--- src/rtl/prog_guard_pkg.sv ---
`timescale 1ns/1ps
package prog_guard_pkg;
   typedef enum logic [1:0] {
      PROT_NONE    = 2'b00,
      PROT_QUARTER = 2'b01,
      PROT_HALF    = 2'b10,
      PROT_ALL     = 2'b11
   } prot_lvl_t;

   localparam int STAT_W      = 8;
   localparam int STAT_BUSY   = 0;
   localparam int STAT_WEN    = 1;
   localparam int STAT_LVL_LO = 2;
   localparam int STAT_LVL_HI = 3;
endpackage

--- src/rtl/pg_wen_latch.sv ---
`timescale 1ns/1ps
module pg_wen_latch (
   input  logic clk,
   input  logic rst_n,
   input  logic busy,
   input  logic wp_n,
   input  logic set_req,
   input  logic clr_req,
   input  logic done,
   output logic wen
);
   logic do_set, do_clr;

   assign do_clr = done | (clr_req & ~busy);
   assign do_set = set_req & wp_n & ~busy;

   always_ff @(posedge clk or negedge rst_n) begin
      if (!rst_n)      wen <= 1'b0;
      else if (do_clr) wen <= 1'b0;
      else if (do_set) wen <= 1'b1;
   end

   // a rising latch needs the pin high in the cycle of the strobe
   p_set_needs_wp_r2: assert property (@(posedge clk) disable iff (!rst_n)
      $rose(wen) |-> $past(wp_n) && $past(set_req));

   p_done_clears_r4: assert property (@(posedge clk) disable iff (!rst_n)
      done |=> !wen);

   p_busy_freezes_r5: assert property (@(posedge clk) disable iff (!rst_n)
      (busy && !done) |=> $stable(wen));
endmodule

--- src/rtl/pg_prot_reg.sv ---
`timescale 1ns/1ps
module pg_prot_reg
   import prog_guard_pkg::*;
(
   input  logic      clk,
   input  logic      rst_n,
   input  logic      accept,
   input  logic [1:0] new_lvl,
   input  logic      done,
   output prot_lvl_t lvl
);
   prot_lvl_t staged;
   logic      pending;

   always_ff @(posedge clk or negedge rst_n) begin
      if (!rst_n) begin
         lvl     <= PROT_NONE;
         staged  <= PROT_NONE;
         pending <= 1'b0;
      end else if (done) begin
         if (pending) lvl <= staged;
         pending <= 1'b0;
      end else if (accept) begin
         staged  <= prot_lvl_t'(new_lvl);
         pending <= 1'b1;
      end
   end

   // level only moves on a completion strobe
   p_lvl_only_on_done_r7: assert property (@(posedge clk) disable iff (!rst_n)
      !done |=> $stable(lvl));
endmodule

--- src/rtl/pg_range_chk.sv ---
`timescale 1ns/1ps
module pg_range_chk
   import prog_guard_pkg::*;
#(
   parameter int ARRAY_BYTES = 512,
   parameter int ADDR_W      = 9
) (
   input  prot_lvl_t          lvl,
   input  logic [ADDR_W-1:0]  addr,
   output logic               hit
);
   localparam int IDX_W = $clog2(ARRAY_BYTES);

   logic [IDX_W-1:0] idx;
   logic [1:0]       top2;

   generate
      if (ADDR_W > IDX_W) begin : g_wide
         logic unused_hi;
         assign unused_hi = ^addr[ADDR_W-1:IDX_W];
         assign idx       = addr[IDX_W-1:0];
      end else begin : g_exact
         assign idx = addr;
      end
   endgenerate

   assign top2 = idx[IDX_W-1 -: 2];

   always_comb begin
      unique case (lvl)
         PROT_NONE:    hit = 1'b0;
         PROT_QUARTER: hit = (top2 == 2'b11);
         PROT_HALF:    hit = top2[1];
         PROT_ALL:     hit = 1'b1;
         default:      hit = 1'b0;
      endcase
   end
endmodule

--- src/rtl/prog_guard.sv ---
`timescale 1ns/1ps
module prog_guard
   import prog_guard_pkg::*;
#(
   parameter int ARRAY_BYTES = 512,
   parameter int ADDR_W      = 9
) (
   input  logic              clk,
   input  logic              rst_n,
   input  logic              cmd_set_en,
   input  logic              cmd_clr_en,
   input  logic              cmd_stat_wr,
   input  logic [7:0]        stat_data,
   input  logic              prog_done,
   input  logic              wp_n,
   input  logic              busy,
   input  logic [ADDR_W-1:0] chk_addr,
   output logic [7:0]        status_byte,
   output logic              wr_permit,
   output logic              addr_protected
);
   localparam int IDX_W = $clog2(ARRAY_BYTES);

   generate
      if (ARRAY_BYTES != 128 && ARRAY_BYTES != 256 && ARRAY_BYTES != 512) begin : g_bad_size
         $error("prog_guard: ARRAY_BYTES must be 128, 256 or 512");
      end
      if (ADDR_W < IDX_W) begin : g_bad_addr
         $error("prog_guard: ADDR_W too narrow for ARRAY_BYTES");
      end
   endgenerate

   logic      wen;
   logic      stat_accept;
   prot_lvl_t lvl;

   pg_wen_latch u_latch (
      .clk     (clk),
      .rst_n   (rst_n),
      .busy    (busy),
      .wp_n    (wp_n),
      .set_req (cmd_set_en),
      .clr_req (cmd_clr_en),
      .done    (prog_done),
      .wen     (wen)
   );

   assign wr_permit   = wp_n & wen & ~busy;
   assign stat_accept = cmd_stat_wr & wr_permit;

   pg_prot_reg u_prot (
      .clk     (clk),
      .rst_n   (rst_n),
      .accept  (stat_accept),
      .new_lvl (stat_data[STAT_LVL_HI:STAT_LVL_LO]),
      .done    (prog_done),
      .lvl     (lvl)
   );

   pg_range_chk #(
      .ARRAY_BYTES (ARRAY_BYTES),
      .ADDR_W      (ADDR_W)
   ) u_range (
      .lvl  (lvl),
      .addr (chk_addr),
      .hit  (addr_protected)
   );

   always_comb begin
      if (busy) begin
         status_byte = '1;
      end else begin
         status_byte = '0;
         status_byte[STAT_WEN] = wen;
         status_byte[STAT_LVL_HI:STAT_LVL_LO] = lvl;
      end
   end

   p_permit_shows_wen_r6: assert property (@(posedge clk) disable iff (!rst_n)
      wr_permit |-> status_byte[STAT_WEN] && wp_n);

   p_all_covers_r8: assert property (@(posedge clk) disable iff (!rst_n)
      (!busy && status_byte[STAT_LVL_HI:STAT_LVL_LO] == 2'b11) |-> addr_protected);

   p_none_free_r8: assert property (@(posedge clk) disable iff (!rst_n)
      (!busy && status_byte[STAT_LVL_HI:STAT_LVL_LO] == 2'b00) |-> !addr_protected);

   p_idle_upper_zero_r9: assert property (@(posedge clk) disable iff (!rst_n)
      !busy |-> status_byte[7:4] == 4'h0 && !status_byte[STAT_BUSY]);
endmodule

--- config.mk ---
export PLATFORM = sky130hd
export DESIGN_NAME = prog_guard
export DESIGN_NICKNAME = d
export VERILOG_FILES = /design/src/rtl/prog_guard_pkg.sv /design/src/rtl/pg_wen_latch.sv /design/src/rtl/pg_prot_reg.sv /design/src/rtl/pg_range_chk.sv /design/src/rtl/prog_guard.sv
export SDC_FILE = /design/constraint.sdc
export NUM_CORES = 1
export LEC_CHECK = 0
export BUFFER_PORTS_ARGS = -buffer_cell sky130_fd_sc_hd__clkbuf_2
export CORE_AREA = 2 2 39 41
export DETAILED_ROUTE_END_ITERATION = 12
export DIE_AREA = 0 0 41 43
export GPL_ROUTABILITY_DRIVEN = 0
export GPL_TIMING_DRIVEN = 1
export PLACE_DENSITY = 0.64
export SLEW_MARGIN = 25
export SYNTH_ARGS = -nofsm -noshare
export SYNTH_HDL_FRONTEND = slang
export SYNTH_SLANG_ARGS = --single-unit
--- constraint.sdc ---
create_clock -name clk -period 1.05 [get_ports clk]
set_input_delay 0.105 -clock clk [delete_from_list [all_inputs] [get_ports clk]]
set_output_delay 0.105 -clock clk [all_outputs]
set_load 0.02 [all_outputs]
# Yosys cells after proc, flatten, opt, wreduce, memory -nomap -nowiden
# Index checks and enable logic that the tools add are counted.
# word_totals
regBits,6
in_bits,25
word_cells,28
# classes
eq_ne,4
mux,6
bitwise,9
n_reduce_logical,5
# op_table
op,count
8-bit two-way mux,1
1-bit AND,6
2-bit == test (second input constant),3
1-bit two-way mux,4
1-bit one-hot mux with 4 select lines,1
2-bit AND reduction,2
2-bit nonzero test,2
2-bit by 1-bit == test with 1-bit output (second input constant),1
2-bit logical NOT,1
1-bit inverter,2
1-bit OR,1

# Logic depth before layout (Yosys ltp)
# Gate-level depths: netlist of run 1.
# logic_depth
depth_word,5
mapped_depth,3
ltp_nobuf,3

# By module
# Synthesis of run 1 repeated with hierarchy kept, for this count alone.
# hier_totals
hier_cells,31
hier_area_um2,350.3
# modules_own_cells
mod,n_inst,cells_per_inst,area_per_inst_um2,seq_area_each_um2
pg_prot_reg,1,13,192.7,125.1
prog_guard,1,10,76.3,0.0
pg_wen_latch,1,5,67.6,25.0
pg_range_chk,1,3,13.8,0.0

# Least setup slack after synthesis of run 1
# Ideal clock, no wire load.
# synth_path
path_type,register to register
startpoint,register u_latch.wen
endpoint,register u_prot.staged[0]
setup_ns,0.125
t_arrival_ns,1.134
required_ns,0.925
path_slack_ns,-0.209
stages_incl_launch_ff,4
n_path_buf,0
period_less_slack_ns,1.259
cell_sequence,dfrtp_1 -> and3b_1 -> and3_4 -> mux2_4
# synth_between
elab_chain_len,4
# synth_lines
item,line,text
"start, declared",pg_wen_latch.sv:10,output logic wen
"start signal, assigned",pg_wen_latch.sv:18,if (!rst_n) wen <= 1'b0;
"start signal, assigned",pg_wen_latch.sv:19,else if (do_clr) wen <= 1'b0;
"start signal, assigned",pg_wen_latch.sv:20,else if (do_set) wen <= 1'b1;
1-bit AND (2 in series),prog_guard.sv:48,assign wr_permit = wp_n & wen & ~busy;
net wr_permit,prog_guard.sv:19,"output logic wr_permit,"
1-bit AND,prog_guard.sv:49,assign stat_accept = cmd_stat_wr & wr_permit;
2-bit AND reduction (no line),-,
"end signal, assigned",pg_prot_reg.sv:24,staged <= prot_lvl_t'(new_lvl);
"end, declared",pg_prot_reg.sv:12,prot_lvl_t staged;
# The timed path passes the listed nets, and every way through them passes these cells.
# A chain may end at the register's enable or synchronous reset.

# Final worst setup path of run 1
# layout_path
startpoint,register u_prot.lvl[1]
endpoint,output addr_protected
# layout_between
elab_chain_len,2
# layout_lines
item,line,text
"start, declared",pg_prot_reg.sv:10,output prot_lvl_t lvl
"start signal, assigned",pg_prot_reg.sv:21,if (pending) lvl <= staged;
"2-bit == test, or another cell as far along",pg_range_chk.sv:30,unique case (lvl)
1-bit one-hot mux with 4 select lines *,pg_range_chk.sv:30,
"end, declared",prog_guard.sv:20,output logic addr_protected
# Every way passes the cells marked *; elsewhere a longest branch is shown, timed or not.

==> results of run 1 <==
## cell families after synthesis
| kind of cell | after synthesis |
|---|---|
| buffers and inverters | 7 |
| muxes | 4 |
| DFF | 6 |
| AOI/OAI and AO/OA | 5 |
| and+or+nand+nor | 6 |
## registers in the layout, summed over array words and instances (netlist names)
signal	cells
u_prot.pending	1
u_prot.staged	2
u_prot.lvl	2
u_latch.wen	1
## stage by stage
| stage | cells | hold slack [ns] | area [um2] |
|---|---|---|---|
| final | 68 | 0.0501 | 538 |
| after global routing | 68 | 0.0392 | 538 |
| after CTS | 67 | 0.0408 | 513 |
| after detailed placement | 63 | -0.0627 | 440 |
| after global placement | 63 | -0.0638 | 440 |
| after floorplan | 28 | -0.191 | 330 |
## worst paths after layout
kind | startpoint | end | slack [ns] | cells after the start
worst max-delay path | u_prot.lvl[1] | addr_protected | -0.18 | 3
worst min-delay path | cmd_clr_en | u_latch.wen | 0.05 | 2
worst max register to register | u_latch.wen | u_prot.staged[0] | -0.13 | 3
worst min register to register | u_prot.pending | u_prot.pending | 0.50 | 1
max in group asynchronous | rst_n | u_latch.wen | 0.69 | 2
min in group asynchronous | rst_n | u_prot.lvl[0] | 0.22 | 2
## worst register-to-register path, cell delays in order, from the launching register on
cell     delay, ns
dfrtp_1       0.38
and3b_2       0.23
and3_4        0.17
mux2_4        0.29
## power breakdown
group          switching (W)  internal, W
Combinational      0.0000560    0.0000721
Sequential        0.00000712     0.000243
Clock              0.0000810     0.000129
Total               0.000144     0.000444
## routing by layer
metal  routed length [um]  up-vias
met1                  259      131
met2                  354       18
met3                   57        4
met4                   26        0
li1                     -      139
met5                    0        -
## layout make-up
type,instances,area (um2),area share (%)
Timing Repair Buffer,26,198,36.7
Sequential cell,6,150,27.9
Multi-Input combinational cell,15,140,26.0
Clock buffer,3,22.5,4.19
Tap cell,16,20.0,3.72
Inverter,2,7.51,1.40
## placed cells by master, fill, tap and decap left out, types with 2 or more instances in the layout
cell       n
buf_4      2
buf_6      3
buf_8      3
clkbuf_2  16
clkbuf_4   3
dfrtp_1    6
inv_1      2
mux2_2     2
mux2_4     2
or2_4      2
## what timing repair did
| item | in CTS | in global routing |
|---|---|---|
| endpoints found under the hold margin | 6 | 0 |
| hold buffers | 1 | 0 |
| pin swaps | 3 | 2 |
| setup endpoints to repair | 8 | 8 |
| buffers inserted | 0 | 1 |
| gates cloned | 0 | 0 |
| resized for setup | 8 | 8 |
==> flow_metrics.tcl, run 1 <==
set metrics [dict create \
    drc 0 \
    power.density_nw_per_um2 1090 \
    routedWlPerCell_um 10.3 \
    dpl.hpwl_um 554 \
    gr-total-overflow 0 \
    period_needed_ns 1.23 \
    cts_sinks 6 \
    port_buffers 21 \
    relSlewSlack_pct 87.6 \
    fill_cells 143 \
    use_met3_pct 4.71 \
    leakage_nw 0.306 \
    syn_area_per_cell_um2 11.8 \
    cp_data_required_time_ns 0.94 \
    violations "negative setup slack" \
    h-tree-depth 1 \
    synth-xor-area-share_pct 0 \
    synth_compound_area_share_pct 11.8 \
    die_w_um 41 \
    drive_above_1_share_pct 73.1 \
    power_w 0.000589 \
    synthCells 28 \
    cts_tree "yes" \
    max_freq_ghz 0.815 \
    fp-row-count 14 \
    gr-usage-met1_pct 8.91 \
    drv_cap 0 \
    cts-root-to-sink-buffers 2 \
    ys.warnings.count 0 \
    vias 292 \
    fin_tns_setup_ns -0.912 \
    cts_root_buffer "clkbuf_4" \
    final-hold-violation-count 0 \
    yosys.area.top_type "dfrtp_1" \
    crit_chain "a21o_1 -> a22o_1 -> clkbuf_8" \
    cts_made_buffers 3 \
    synth-seq-cells 6 \
    tightest_slew_ns 0.185 \
    async_flop_share_pct 100 \
    grt_pass1_wl_mm 1.04 \
    utilization_pct 38.9 \
    synth_fa_ha_area_share_pct 0 \
    pin_count 35 \
    die_area_um2 1760 \
    avgViaCountPerCell 4.29 \
    path_class "reg2out" \
    status "finished, violations left" \
    routed_wl_um 697 \
    drt_iter0_drc 1 \
    yosysSeqAreaShare_pct 45.6 \
    gr-usage-met2_pct 13.4 \
    synth_most_common_cell "dfrtp_1" \
    fin_crit_sh_pct 117 \
    syn_area_um2 329 \
    start_kind "flip-flop" \
    insertion_delay_ns 0.24 \
    grt_max_degree 7 \
    drv_slew 0 \
    critPathTopFamily "flip-flops" \
    slowest_delay_ns 0.40 \
    synth-edff-count 0 \
    fin_ws_ns -0.176 \
    syn2layout_area_growth_pct 63.5 \
    synth_cell_type_count 14 \
    synth_area_leaders "dfrtp_1 46%, buf_4 11%, mux2_4 9.1%" \
    peakVddDrop_v 0.000441 \
    cp_max_fo 4 \
    final.setup_skew_ns 0.00312 \
    hold_path.class "in2reg" \
    synth_mux_area_share_pct 16.0 \
    grt_pass1_vias 272 \
    antenna_cells 0 \
    crit_buf_inv 1 \
    synth_top_area_share_pct 45.6 \
    synth_nets 53 \
    core_area_um2 1380 \
    yosys-top-cells-count "6 x dfrtp_1, 5 x buf_4, 3 x or2_2" \
    clkTransAtPathRegs_ns 0.05 \
    firstDrtPassIters 2 \
    cp-end-kind "primary output" \
    slowest_stage "dfrtp_1" \
    synth_ff_type "dfrtp_1" \
    fin_nets 79 \
    synth_top_family_by_area "multiplexers" \
    setup_violations 8 \
    ant_nets 0 \
    pre_cts_ws_ns -0.121 \
    grt_util_all_layers_pct 9.51 \
    arrival_ns 1.12 \
    synth-simple-area-share_pct 12.9 \
    initial_core_util_pct 23.8 \
    antenna_found_initial 0 \
    die_h_um 43 \
    busiest_layer "met2" \
    rsz0062_at_grt "true" \
]
(Power assumes the default switching activity.)
==> run 2, diff against run 1 <==
--- a/config.mk
+++ b/config.mk
@@ -5,13 +5,14 @@
 export SDC_FILE = /design/constraint.sdc
 export NUM_CORES = 1
 export LEC_CHECK = 0
+export ABC_AREA = 1
 export BUFFER_PORTS_ARGS = -buffer_cell sky130_fd_sc_hd__clkbuf_2
 export CORE_AREA = 2 2 39 41
 export DETAILED_ROUTE_END_ITERATION = 12
 export DIE_AREA = 0 0 41 43
 export GPL_ROUTABILITY_DRIVEN = 0
 export GPL_TIMING_DRIVEN = 1
-export PLACE_DENSITY = 0.64
+export PLACE_DENSITY = 0.65
 export SLEW_MARGIN = 25
 export SYNTH_ARGS = -nofsm -noshare
 export SYNTH_HDL_FRONTEND = slang
==> flow_metrics.tcl, run 2 <==
set metrics [dict create \
    status "finished, violations left" \
    violations "negative setup slack" \
    initial_core_util_pct 25.0 \
    crit_buf_inv 2 \
    rsz0062_at_grt "true" \
    hold_slack_ns 0.0941 \
    timing.rr.start "u_latch.wen" \
    largest_registers "u_prot.lvl (2), u_prot.staged (2)" \
    grt_pass1_wl_mm 1.12 \
    dr_wl_met2_um 363 \
    setup_violations 3 \
    cp_data_required_time_ns 0.94 \
    reg2reg_to "u_prot.staged[1]" \
    arrival_ns 1.01 \
    max_freq_ghz 0.894 \
    insertion_delay_ns 0.24 \
    yosysSeqAreaShare_pct 43.5 \
    fin_crit_sh_pct 106 \
    synth-seq-cells 6 \
    tightest_slew_ns 0.188 \
    start_kind "flip-flop" \
    dr_wl_met3_um 77 \
    synth-edff-count 0 \
    reg2reg_depth 6 \
    synth_cell_type_count 11 \
    leakage_nw 0.320 \
    slowest_stage "dfrtp_1" \
    final-hold-violation-count 0 \
    routedWlPerCell_um 8.94 \
    drt_iter0_drc 1 \
    power.density_nw_per_um2 1050 \
    cp.depth 4 \
    cts_tree "yes" \
    vias 358 \
    fp-row-count 14 \
    fin_tns_setup_ns -0.169 \
    wl_met1_um 308 \
    dp.cells 76 \
    cts_root_buffer "clkbuf_4" \
    crit_start "u_prot.lvl[0]" \
    synthCells 44 \
    fin_nets 96 \
    grt_max_degree 10 \
    syn_area_um2 345 \
    dpl.hpwl_um 537 \
    drive_above_1_share_pct 56.5 \
    final_common_cell "clkbuf_2" \
    critPathTopFamily "flip-flops" \
    slowest_delay_ns 0.40 \
    antenna_cells 0 \
    final_cell_mix "16 x clkbuf_2, 15 x nand2_1, 6 x dfrtp_1" \
    path_class "reg2out" \
    syn2layout_area_growth_pct 63.8 \
    peakVddDrop_v 0.000491 \
    grt_pass1_vias 302 \
    cts_sinks 6 \
    avgViaCountPerCell 4.21 \
    highest_layer "met4" \
    firstDrtPassIters 2 \
    fin_cells 85 \
    fin_ws_ns -0.0682 \
    synth_most_common_cell "nand2_1" \
    die_w_um 41 \
    gr-total-overflow 0 \
    relSlewSlack_pct 87.5 \
    grt_util_all_layers_pct 10.2 \
    synth_area_leaders "dfrtp_1 43%, nand2_1 16%, buf_4 11%" \
    pin_count 35 \
    routed_wl_um 760 \
    yosys-top-cells-count "15 x nand2_1, 6 x dfrtp_1, 6 x nand3_1, 5 x buf_4, 4 x inv_1" \
    r2r_setup_slack_ns 0.11 \
    clkTransAtPathRegs_ns 0.04 \
    ant_nets 0 \
    hold_path.class "in2reg" \
    core_area_um2 1380 \
    drc 0 \
    port_buffers 21 \
    synth_nets 69 \
    ys.warnings.count 0 \
    async_flop_share_pct 100 \
    fill_cells 152 \
    yosys.area.top_type "dfrtp_1" \
    die_area_um2 1760 \
    crit_chain "buf_6 -> nand3_2 -> nand2_1 -> clkbuf_8" \
    cts-root-to-sink-buffers 2 \
    cp_max_fo 3 \
    antenna_found_initial 0 \
    critPathCapture "addr_protected" \
    period_needed_ns 1.12 \
    drv_cap 0 \
    h-tree-depth 1 \
    synth_top_area_share_pct 43.5 \
    synth_ff_type "dfrtp_1" \
    syn_area_per_cell_um2 7.85 \
    cp-end-kind "primary output" \
    drv_slew 0 \
    cts_made_buffers 3 \
    final.setup_skew_ns 0.00267 \
    pre_cts_ws_ns 0.118 \
    die_h_um 43 \
]
run 2: changes by cell type after synthesis, moves of 2 or more:
cell / delta
nand2_2: +2
mux2_4: -2
nand3_1: +6
inv_1: +2
nand2_1: +14
mux2_2: -2
run 2: repair_timing:
item	CTS	global route
endpoints found under the hold margin	6	0
resized for setup	13	7
pin swaps	4	3
setup buffers	4	1
cloned	0	0
setup endpoints to repair	4	5
hold buffers	1	0
run 2: worst min path at each step:
stage / start / endpoint / slack, ns / depth (start not counted)
5_1_grt: stat_data[3] / u_prot.staged[1] / 0.10 / 3
2_1_floorplan: rst_n / u_latch.wen / -0.19 / 0
6_report: stat_data[3] / u_prot.staged[1] / 0.09 / 3
4_1_cts: stat_data[3] / u_prot.staged[1] / 0.08 / 3
3_5_place_dp: rst_n / u_prot.lvl[0] / -0.06 / 1
3_3_place_gp: rst_n / u_prot.lvl[0] / -0.06 / 1
run 2: where the power goes:
part           switching [W]  leakage (nW)  internal, W  total [W]
clock              0.0000783        0.0138     0.000129   0.000207
sequential        0.00000762        0.0826     0.000244   0.000252
combinational      0.0000695         0.224    0.0000632   0.000133
total               0.000155         0.320     0.000437   0.000592
run 2: per-layer routing:
metal  GRT usage (%)  vias to the layer above
li1                -                      181
met1            10.2                      155
met2            15.3                       20
met3            6.28                        2
met4            6.00                        0
met5               0                        -
run 2: cell type report:
class / count / area [um2] / area share [%]
Timing Repair Buffer: 27 / 201 / 35.6
Multi-Input combinational cell: 29 / 156 / 27.7
Sequential cell: 6 / 150 / 26.5
Clock buffer: 3 / 22.5 / 3.98
Tap cell: 16 / 20.0 / 3.54
Inverter: 4 / 15.0 / 2.65
run 2: stage by stage:
stage | cell area (um2) | util, % | power [W]
final | 566 | 40.9 | 0.000592
after global routing | 566 | 40.9 | 0.000637
after CTS | 548 | 39.6 | 0.000600
after detailed placement | 433 | 31.3 | 0.000357
after global placement | 433 | 31.3 | 0.000356
after floorplan | 345 | - | 0.000321
run 2: worst reg2reg max path, delay by kind of cell, from the launching register on:
family	cells	cell delay (ns)
buffers and inverters	1	0.13
flip-flops	1	0.36
AND/OR/NAND/NOR	5	0.33
run 2: cells by family (layout without fill, tap and decap cells):
logic type      count (synthesis)  count (layout)  share of synthesized area [%]
buf+inv                         9              34                           15.2
simple gates                   27              27                           37.3
compound gates                  2               2                           3.98
flops                           6               6                           43.5
